--- config.mk ---
export PLATFORM = sky130hd
export DESIGN_NAME = dma_chan_front
export DESIGN_NICKNAME = d
export VERILOG_FILES = /design/src/rtl/dma_chan_front.sv
export SDC_FILE = /design/constraint.sdc
export NUM_CORES = 2
export LEC_CHECK = 0
export BUFFER_PORTS_ARGS = -buffer_cell sky130_fd_sc_hd__buf_2
export CORE_ASPECT_RATIO = 1.75
export CORE_MARGIN = 4
export CORE_UTILIZATION = 48
export DETAILED_ROUTE_END_ITERATION = 7
export SYNTH_ARGS = -nofsm -noshare
export SYNTH_HDL_FRONTEND = slang
export SYNTH_SLANG_ARGS = --single-unit
--- constraint.sdc ---
create_clock -name clk -period 8.25 [get_ports clk]
set_input_delay 1.65 -clock clk [delete_from_list [all_inputs] [get_ports clk]]
set_output_delay 1.65 -clock clk [all_outputs]
set_load 0.005 [all_outputs]
--- src/rtl/dma_chan_front.sv ---
module dma_chan_front #(
  parameter int          NCH  = 4,
  parameter int          CW_I = 4,
  parameter logic [31:0] BASE = 32'h0
) (
  input  logic                  clk,
  input  logic                  rst_n,
  input  logic                  bus_wr,
  input  logic [31:0]           bus_addr,
  input  logic [31:0]           bus_wdata,
  output logic [31:0]           bus_rdata,
  output logic                  busy,
  input  logic [NCH-1:0]        client_on,
  output logic                  mem_req,
  output logic [31:0]           mem_addr,
  input  logic                  mem_ack,
  input  logic [31:0]           mem_rdata,
  input  logic [NCH-1:0]        eng_eol,
  input  logic [NCH*CW_I-1:0]   eng_cause,
  output logic [NCH-1:0]        start_pulse,
  output logic [NCH-1:0]        load_pulse,
  output logic [NCH-1:0]        irq
);
  localparam int CB = (NCH > 1) ? $clog2(NCH) : 1;
  localparam logic [2:0] ST_RST = 3'd0, ST_RUN = 3'd4;
  localparam logic [12:0] O_DP = 13'h58, O_BP = 13'h5C, O_GRP = 13'h60, O_GDN = 13'h7C,
    O_CMD = 13'h80, O_CFG = 13'h84, O_STAT = 13'h88, O_MSK = 13'h8C, O_ACK = 13'h90,
    O_RAW = 13'h94, O_MSKD = 13'h98, O_SCMD = 13'h9C;

  typedef enum logic [2:0] {SQ_IDLE, SQ_DN, SQ_DB, SQ_DF, SQ_CA, SQ_CB} sq_t;

  logic [31:0] r_dp [NCH], r_bp [NCH], r_grp [NCH], r_gdn [NCH], r_cmd [NCH];
  logic [31:0] r_cfg [NCH], r_msk [NCH], r_raw [NCH], r_scmd [NCH];
  logic [2:0]  st [NCH];
  logic        ch_eol [NCH], d_eol [NCH];

  sq_t         sq;
  logic [CB-1:0] sq_ch;
  logic [31:0] sq_base, t_next, t_buf;
  logic        op_burst, op_ctx;
  logic [1:0]  cont;

  logic [31:0] rel;
  logic [12:0] off;
  logic        chv;
  logic [CB-1:0] ch;
  logic        wr_ok;

  assign rel   = bus_addr - BASE;
  assign off   = bus_addr[12:0];
  assign chv   = ({13'd0, rel[31:13]} < NCH);
  assign ch    = rel[CB+12:13];
  assign busy  = (sq != SQ_IDLE);
  assign wr_ok = bus_wr && chv && !busy;

  assign mem_req = busy;
  always_comb begin
    case (sq)
      SQ_DB:   mem_addr = sq_base + 32'd4;
      SQ_DF:   mem_addr = sq_base + 32'd8;
      SQ_CA:   mem_addr = sq_base + 32'd24;
      SQ_CB:   mem_addr = sq_base + 32'd28;
      default: mem_addr = sq_base;
    endcase
  end

  genvar g;
  generate
    for (g = 0; g < NCH; g++) begin : g_irq
      assign irq[g] = |(r_raw[g] & r_msk[g]);
    end
  endgenerate

  always_comb begin
    bus_rdata = 32'h0;
    if (chv) begin
      case (off)
        O_DP:   bus_rdata = r_dp[ch];
        O_BP:   bus_rdata = r_bp[ch];
        O_GRP:  bus_rdata = r_grp[ch];
        O_GDN:  bus_rdata = r_gdn[ch];
        O_CMD:  bus_rdata = r_cmd[ch];
        O_CFG:  bus_rdata = r_cfg[ch];
        O_STAT: bus_rdata = {26'h0, ch_eol[ch], 2'b00, st[ch]};
        O_MSK:  bus_rdata = r_msk[ch];
        O_RAW:  bus_rdata = r_raw[ch];
        O_MSKD: bus_rdata = r_raw[ch] & r_msk[ch];
        O_SCMD: bus_rdata = r_scmd[ch];
        default: bus_rdata = 32'h0;
      endcase
    end
  end

  logic        can_cont;
  logic        sc_ld, sc_lc;
  assign can_cont = r_cfg[ch][0] && client_on[ch] && !r_cfg[ch][1] && st[ch] == ST_RUN && d_eol[ch];
  assign sc_ld    = |(bus_wdata[9:0] & 10'h140);
  assign sc_lc    = bus_wdata[9];

  always_ff @(posedge clk) begin
    if (!rst_n) begin
      for (int i = 0; i < NCH; i++) begin
        r_dp[i] <= '0; r_bp[i] <= '0; r_grp[i] <= '0; r_gdn[i] <= '0; r_cmd[i] <= '0;
        r_cfg[i] <= '0; r_msk[i] <= '0; r_raw[i] <= '0; r_scmd[i] <= '0;
        st[i] <= ST_RST; ch_eol[i] <= 1'b0; d_eol[i] <= 1'b0;
      end
      sq <= SQ_IDLE; sq_ch <= '0; sq_base <= '0; t_next <= '0; t_buf <= '0;
      op_burst <= 1'b0; op_ctx <= 1'b0; cont <= 2'd0;
      start_pulse <= '0; load_pulse <= '0;
    end else begin
      start_pulse <= '0;
      load_pulse  <= '0;

      if (wr_ok) begin
        case (off)
          O_DP:  r_dp[ch]  <= bus_wdata;
          O_BP:  r_bp[ch]  <= bus_wdata;
          O_GRP: r_grp[ch] <= bus_wdata;
          O_GDN: r_gdn[ch] <= bus_wdata;
          O_CFG: r_cfg[ch] <= bus_wdata;
          O_MSK: r_msk[ch] <= bus_wdata;
          O_CMD: begin
            r_cmd[ch] <= bus_wdata;
            if (can_cont) begin
              sq <= SQ_DN; sq_ch <= ch; sq_base <= r_dp[ch];
              cont <= 2'd1; op_burst <= 1'b0; op_ctx <= 1'b0;
            end
          end
          O_SCMD: begin
            r_scmd[ch] <= bus_wdata;
            sq_ch <= ch; cont <= 2'd0;
            op_burst <= bus_wdata[5]; op_ctx <= sc_lc;
            if (sc_ld) begin
              sq <= SQ_DN; sq_base <= r_dp[ch];
            end else if (sc_lc) begin
              sq <= SQ_CA; sq_base <= r_gdn[ch];
            end
          end
          default: ;
        endcase
      end

      if (mem_ack) begin
        case (sq)
          SQ_DN: begin t_next <= mem_rdata; sq <= SQ_DB; end
          SQ_DB: begin t_buf  <= mem_rdata; sq <= SQ_DF; end
          SQ_DF: begin
            r_bp[sq_ch]  <= t_buf;
            d_eol[sq_ch] <= mem_rdata[0];
            load_pulse[sq_ch] <= 1'b1;
            sq <= SQ_IDLE;
            if (cont == 2'd1) begin
              if (!mem_rdata[0] && ch_eol[sq_ch]) begin
                r_dp[sq_ch] <= t_next; sq_base <= t_next; cont <= 2'd2; sq <= SQ_DN;
              end
            end else if (cont == 2'd2) begin
              if (client_on[sq_ch]) begin
                st[sq_ch] <= ST_RUN; ch_eol[sq_ch] <= 1'b0; start_pulse[sq_ch] <= 1'b1;
              end
            end else begin
              if (op_burst && client_on[sq_ch]) begin
                st[sq_ch] <= ST_RUN; ch_eol[sq_ch] <= 1'b0; start_pulse[sq_ch] <= 1'b1;
              end
              if (op_ctx) begin
                sq <= SQ_CA; sq_base <= r_gdn[sq_ch];
              end
            end
          end
          SQ_CA: begin r_dp[sq_ch] <= mem_rdata; sq <= SQ_CB; end
          SQ_CB: begin r_bp[sq_ch] <= mem_rdata; sq <= SQ_IDLE; end
          default: ;
        endcase
      end

      for (int i = 0; i < NCH; i++) begin
        if (eng_eol[i]) ch_eol[i] <= 1'b1;
        if (wr_ok && off == O_ACK && ch == CB'(i))
          r_raw[i] <= (r_raw[i] & ~bus_wdata) | {{(32-CW_I){1'b0}}, eng_cause[i*CW_I +: CW_I]};
        else
          r_raw[i] <= r_raw[i] | {{(32-CW_I){1'b0}}, eng_cause[i*CW_I +: CW_I]};
      end
    end
  end


  mem_hold_chk: assert property (@(posedge clk) disable iff (!rst_n)
    mem_req && !mem_ack |=> mem_req && $stable(mem_addr));

  load_single_chk: assert property (@(posedge clk) disable iff (!rst_n) $onehot0(load_pulse));

  start_single_chk: assert property (@(posedge clk) disable iff (!rst_n) $onehot0(start_pulse));

  generate
    for (g = 0; g < NCH; g++) begin : g_chk
      logic ack_hit;
      assign ack_hit = wr_ok && off == O_ACK && ch == CB'(g);

      start_run_chk: assert property (@(posedge clk) disable iff (!rst_n)
        start_pulse[g] |-> st[g] == ST_RUN);

      state_code_chk: assert property (@(posedge clk) disable iff (!rst_n)
        st[g] == 3'd0 || st[g] == 3'd2 || st[g] == 3'd4);

      ack_clear_chk: assert property (@(posedge clk) disable iff (!rst_n)
        ack_hit && eng_cause[g*CW_I +: CW_I] == '0 |=> (r_raw[g] & $past(bus_wdata)) == 32'h0);

      busy_cfg_chk: assert property (@(posedge clk) disable iff (!rst_n)
        busy |=> $stable(r_cfg[g]) && $stable(r_msk[g]));
    end
  endgenerate
endmodule

==> results_dict.tcl <==
set metrics [dict create \
    post-dp-hpwl_um 162000 \
    grt_overflow 0 \
    end_kind "primary output" \
    start_util_pct 48.2 \
    synthXorXnorAreaFrac_pct 0.373 \
    synth-simple-area-share_pct 13.7 \
    synthAdderAreaFrac_pct 0.127 \
    synth_top_family_by_area "simple AND/OR/NAND/NOR gates" \
    synth_top_area_share_pct 56.7 \
    cts_resized 0 \
    crit_path_start_kind "input pin" \
    wire_per_inst_um 35.0 \
    setup_viol 0 \
    peakVddDrop_v 0.000159 \
    synthFlopType "edfxtp_1" \
    post_cts_buffers 0 \
    cp.required_ns 6.60 \
    grt_max_degree 106 \
    rsz0062_at_grt "no" \
    grt_use_total_pct 34.0 \
    routed_via_density 6.78 \
    ant_nets 0 \
    htree_levels 3 \
    num_vias 44902 \
    drv_cap 0 \
    period_needed_ns 6.99 \
    clkTransAtPathRegs_ns 0.07 \
    netlist-cell-type-count 72 \
    drc_errors 0 \
    grt_pass1_vias 43063 \
    netlist_area_um2 61100 \
    place_area_um2 64200 \
    status "complete, no violations" \
    drive_above_1_share_pct 17.9 \
    synthTopCellsByArea "edfxtp_1 (57%), mux4_2 (11%), dfxtp_1 (4.1%)" \
    leakagePower_uw 0.0241 \
    finalHoldViolations 0 \
    critPathMaxFanout 32 \
    reg2reg_slack_ns 3.73 \
    skew_ns 0.0307 \
    core_um2 127000 \
    dieArea_um2 133000 \
    clock_sinks 1279 \
    syn_avg_cell_area_um2 12.7 \
    nets 4976 \
    cts_buffer_depth 3 \
    fin_crit_sh_pct 84.7 \
    worst-endpoint-arrival_ns 5.34 \
    worstSetupPathType "input pin to primary output" \
    yosysSeqAreaShare_pct 60.8 \
    antenna_found_initial 27 \
    worst_pin_slew_ns 1.18 \
    place_congestion 0.998 \
    ys_warn_count 0 \
    slew_viol_final 0 \
    maxSlewHeadroom_pct 21.0 \
    drt_iter0_markers 6734 \
    cts_buffers 115 \
    die_h_um 480 \
    ys_ff_latch 1279 \
    p_per_area_nw_per_um2 204 \
    die_w_um 278 \
    min_path_type "flip-flop to flip-flop" \
    insertion_delay_ns 0.76 \
    port_buffers 201 \
    num-fill-cells 10846 \
    cts_tree "yes" \
    fin_tns_setup_ns 0 \
    synth-compound-area-share_pct 9.09 \
    pin_count 202 \
    synth_edf_count 1154 \
    synthMuxAreaShare_pct 12.6 \
    fmax_ghz 0.143 \
    netlist_instances 4818 \
    postCtsHoldBufs 0 \
    yosysTopAreaCell "edfxtp_1" \
    routed_wl_um 232000 \
    root_buffer "clkbuf_16" \
    syn_to_final_growth_pct 11.3 \
    grt_pass1_wl_um 326000 \
    drt_first_pass_iters 6 \
    design_area_um2 68000 \
    synthArstFlopShare_pct 0 \
    rows 173 \
]
## final cells by class
class / count / area (µm²) / area share [%]
Antenna cell: 14 / 35.0 / 0.0515
Sequential cell: 1279 / 37200 / 54.6
Clock inverter: 70 / 604 / 0.889
Clock buffer: 146 / 3120 / 4.59
Timing Repair Buffer: 327 / 2130 / 3.13
Tap cell: 1662 / 2080 / 3.06
Multi-Input combinational cell: 3036 / 22500 / 33.2
Inverter: 88 / 333 / 0.489
## per-layer routing
| metal | GRT usage, % | vias up | wire (µm) |
|---|---|---|---|
| met1 | 42.7 | 22803 | 81300 |
| met5 | 0 | - | 68 |
| met4 | 18.4 | 12 | 15900 |
| met3 | 7.47 | 710 | 24900 |
| met2 | 55.4 | 3143 | 110000 |
| li1 | - | 18234 | - |
## cell usage in the layout (no fill, tap or decap), types with 13 or more instances in the layout
| master | instances |
|---|---|
| a21oi_1 | 236 |
| a221oi_1 | 36 |
| a22o_1 | 56 |
| a22oi_1 | 108 |
| a31oi_1 | 55 |
| a41oi_1 | 22 |
| and2_1 | 289 |
| and3_1 | 200 |
| buf_2 | 198 |
| buf_4 | 114 |
| clkbuf_1 | 22 |
| clkbuf_16 | 118 |
| clkinv_1 | 22 |
| clkinv_2 | 22 |
| conb_1 | 16 |
| dfxtp_1 | 123 |
| diode_2 | 14 |
| edfxtp_1 | 1154 |
| inv_1 | 86 |
| mux2i_1 | 112 |
| mux4_2 | 293 |
| nand2_1 | 395 |
| nand2b_1 | 13 |
| nand3_1 | 35 |
| nand4_1 | 19 |
| nor2_1 | 658 |
| nor3_1 | 31 |
| nor3b_1 | 30 |
| o211ai_1 | 87 |
| o21ai_0 | 64 |
| o21ai_4 | 26 |
| o221ai_1 | 34 |
| o22ai_1 | 36 |
| xnor2_1 | 17 |
## where the power goes
part | total (µW) | internal [µW] | switching [µW]
Sequential | 7380 | 7250 | 126
Combinational | 1010 | 310 | 702
Clock | 5460 | 2930 | 2530
## flip-flops by register name, summed over array words and instances, names as in the netlist, 2 cells and up, named ones only
signal and count:
d_eol 4, r_bp 128, r_gdn 128, r_msk 128
load_pulse 4, r_cfg 128, sq 3, t_buf 32
r_dp 128, st 4, cont 2, r_raw 128
t_next 32, sq_base 32, r_cmd 128, r_grp 128
r_scmd 128, ch_eol 4, start_pulse 4, sq_ch 2
## synthesized netlist by cell type (all sizes together), types with 17 or more instances
master and instances:
edfxtp 1154, mux4 293, nor2 666, a31oi 55
and3 200, o221ai 35, xnor2 17, a41oi 22
clkbuf 356, nand3 36, dfxtp 125, nor3b 32
nand2 406, nand4 19, o22ai 37, a21oi 238
inv 88, a221oi 36, o211ai 88, a22oi 108
nor3 38, mux2i 112, o21ai 91, buf 74
and2 290, a22o 56
## critical path, cell delays in order
cell     delay (ns)
buf_2          0.43
or4b_1         0.63
or2_1          0.43
or4_4          0.63
a41o_2         0.62
a31oi_1        0.68
buf_2          0.24
## metrics by stage
| step | utilization, % | power (µW) | setup slack (ns) | hold WS [ns] | instances |
|---|---|---|---|---|---|
| global placement | 50.6 | 8490 | 1.32 | 0.429 | 6392 |
| CTS | 53.6 | 13800 | 1.31 | 0.451 | 6608 |
| detailed placement | 50.6 | 8500 | 1.31 | 0.436 | 6392 |
| global route | 53.6 | 14100 | 1.14 | 0.470 | 6609 |
| finish | 53.6 | 13900 | 1.26 | 0.449 | 6622 |
| floorplan | - | 7990 | 1.84 | 0.419 | 4833 |
## cell families after synthesis
logic type	count (synthesis)
fa+ha+maj	5
compound gates	829
simple gates	1754
buf+inv	518
mux	406
xor+xnor	26
flops	1279
other cells	1
## path summary, 6_finish.rpt
kind | start | to | cells past startpoint
max | bus_addr[4] | bus_rdata[27] | 7
min | st[1] | st[1] | 1
max reg2reg | flip-flop | r_dp[1][19] | 10
min reg2reg | st[1] | st[1] | 1
(Power assumes the default switching activity.)
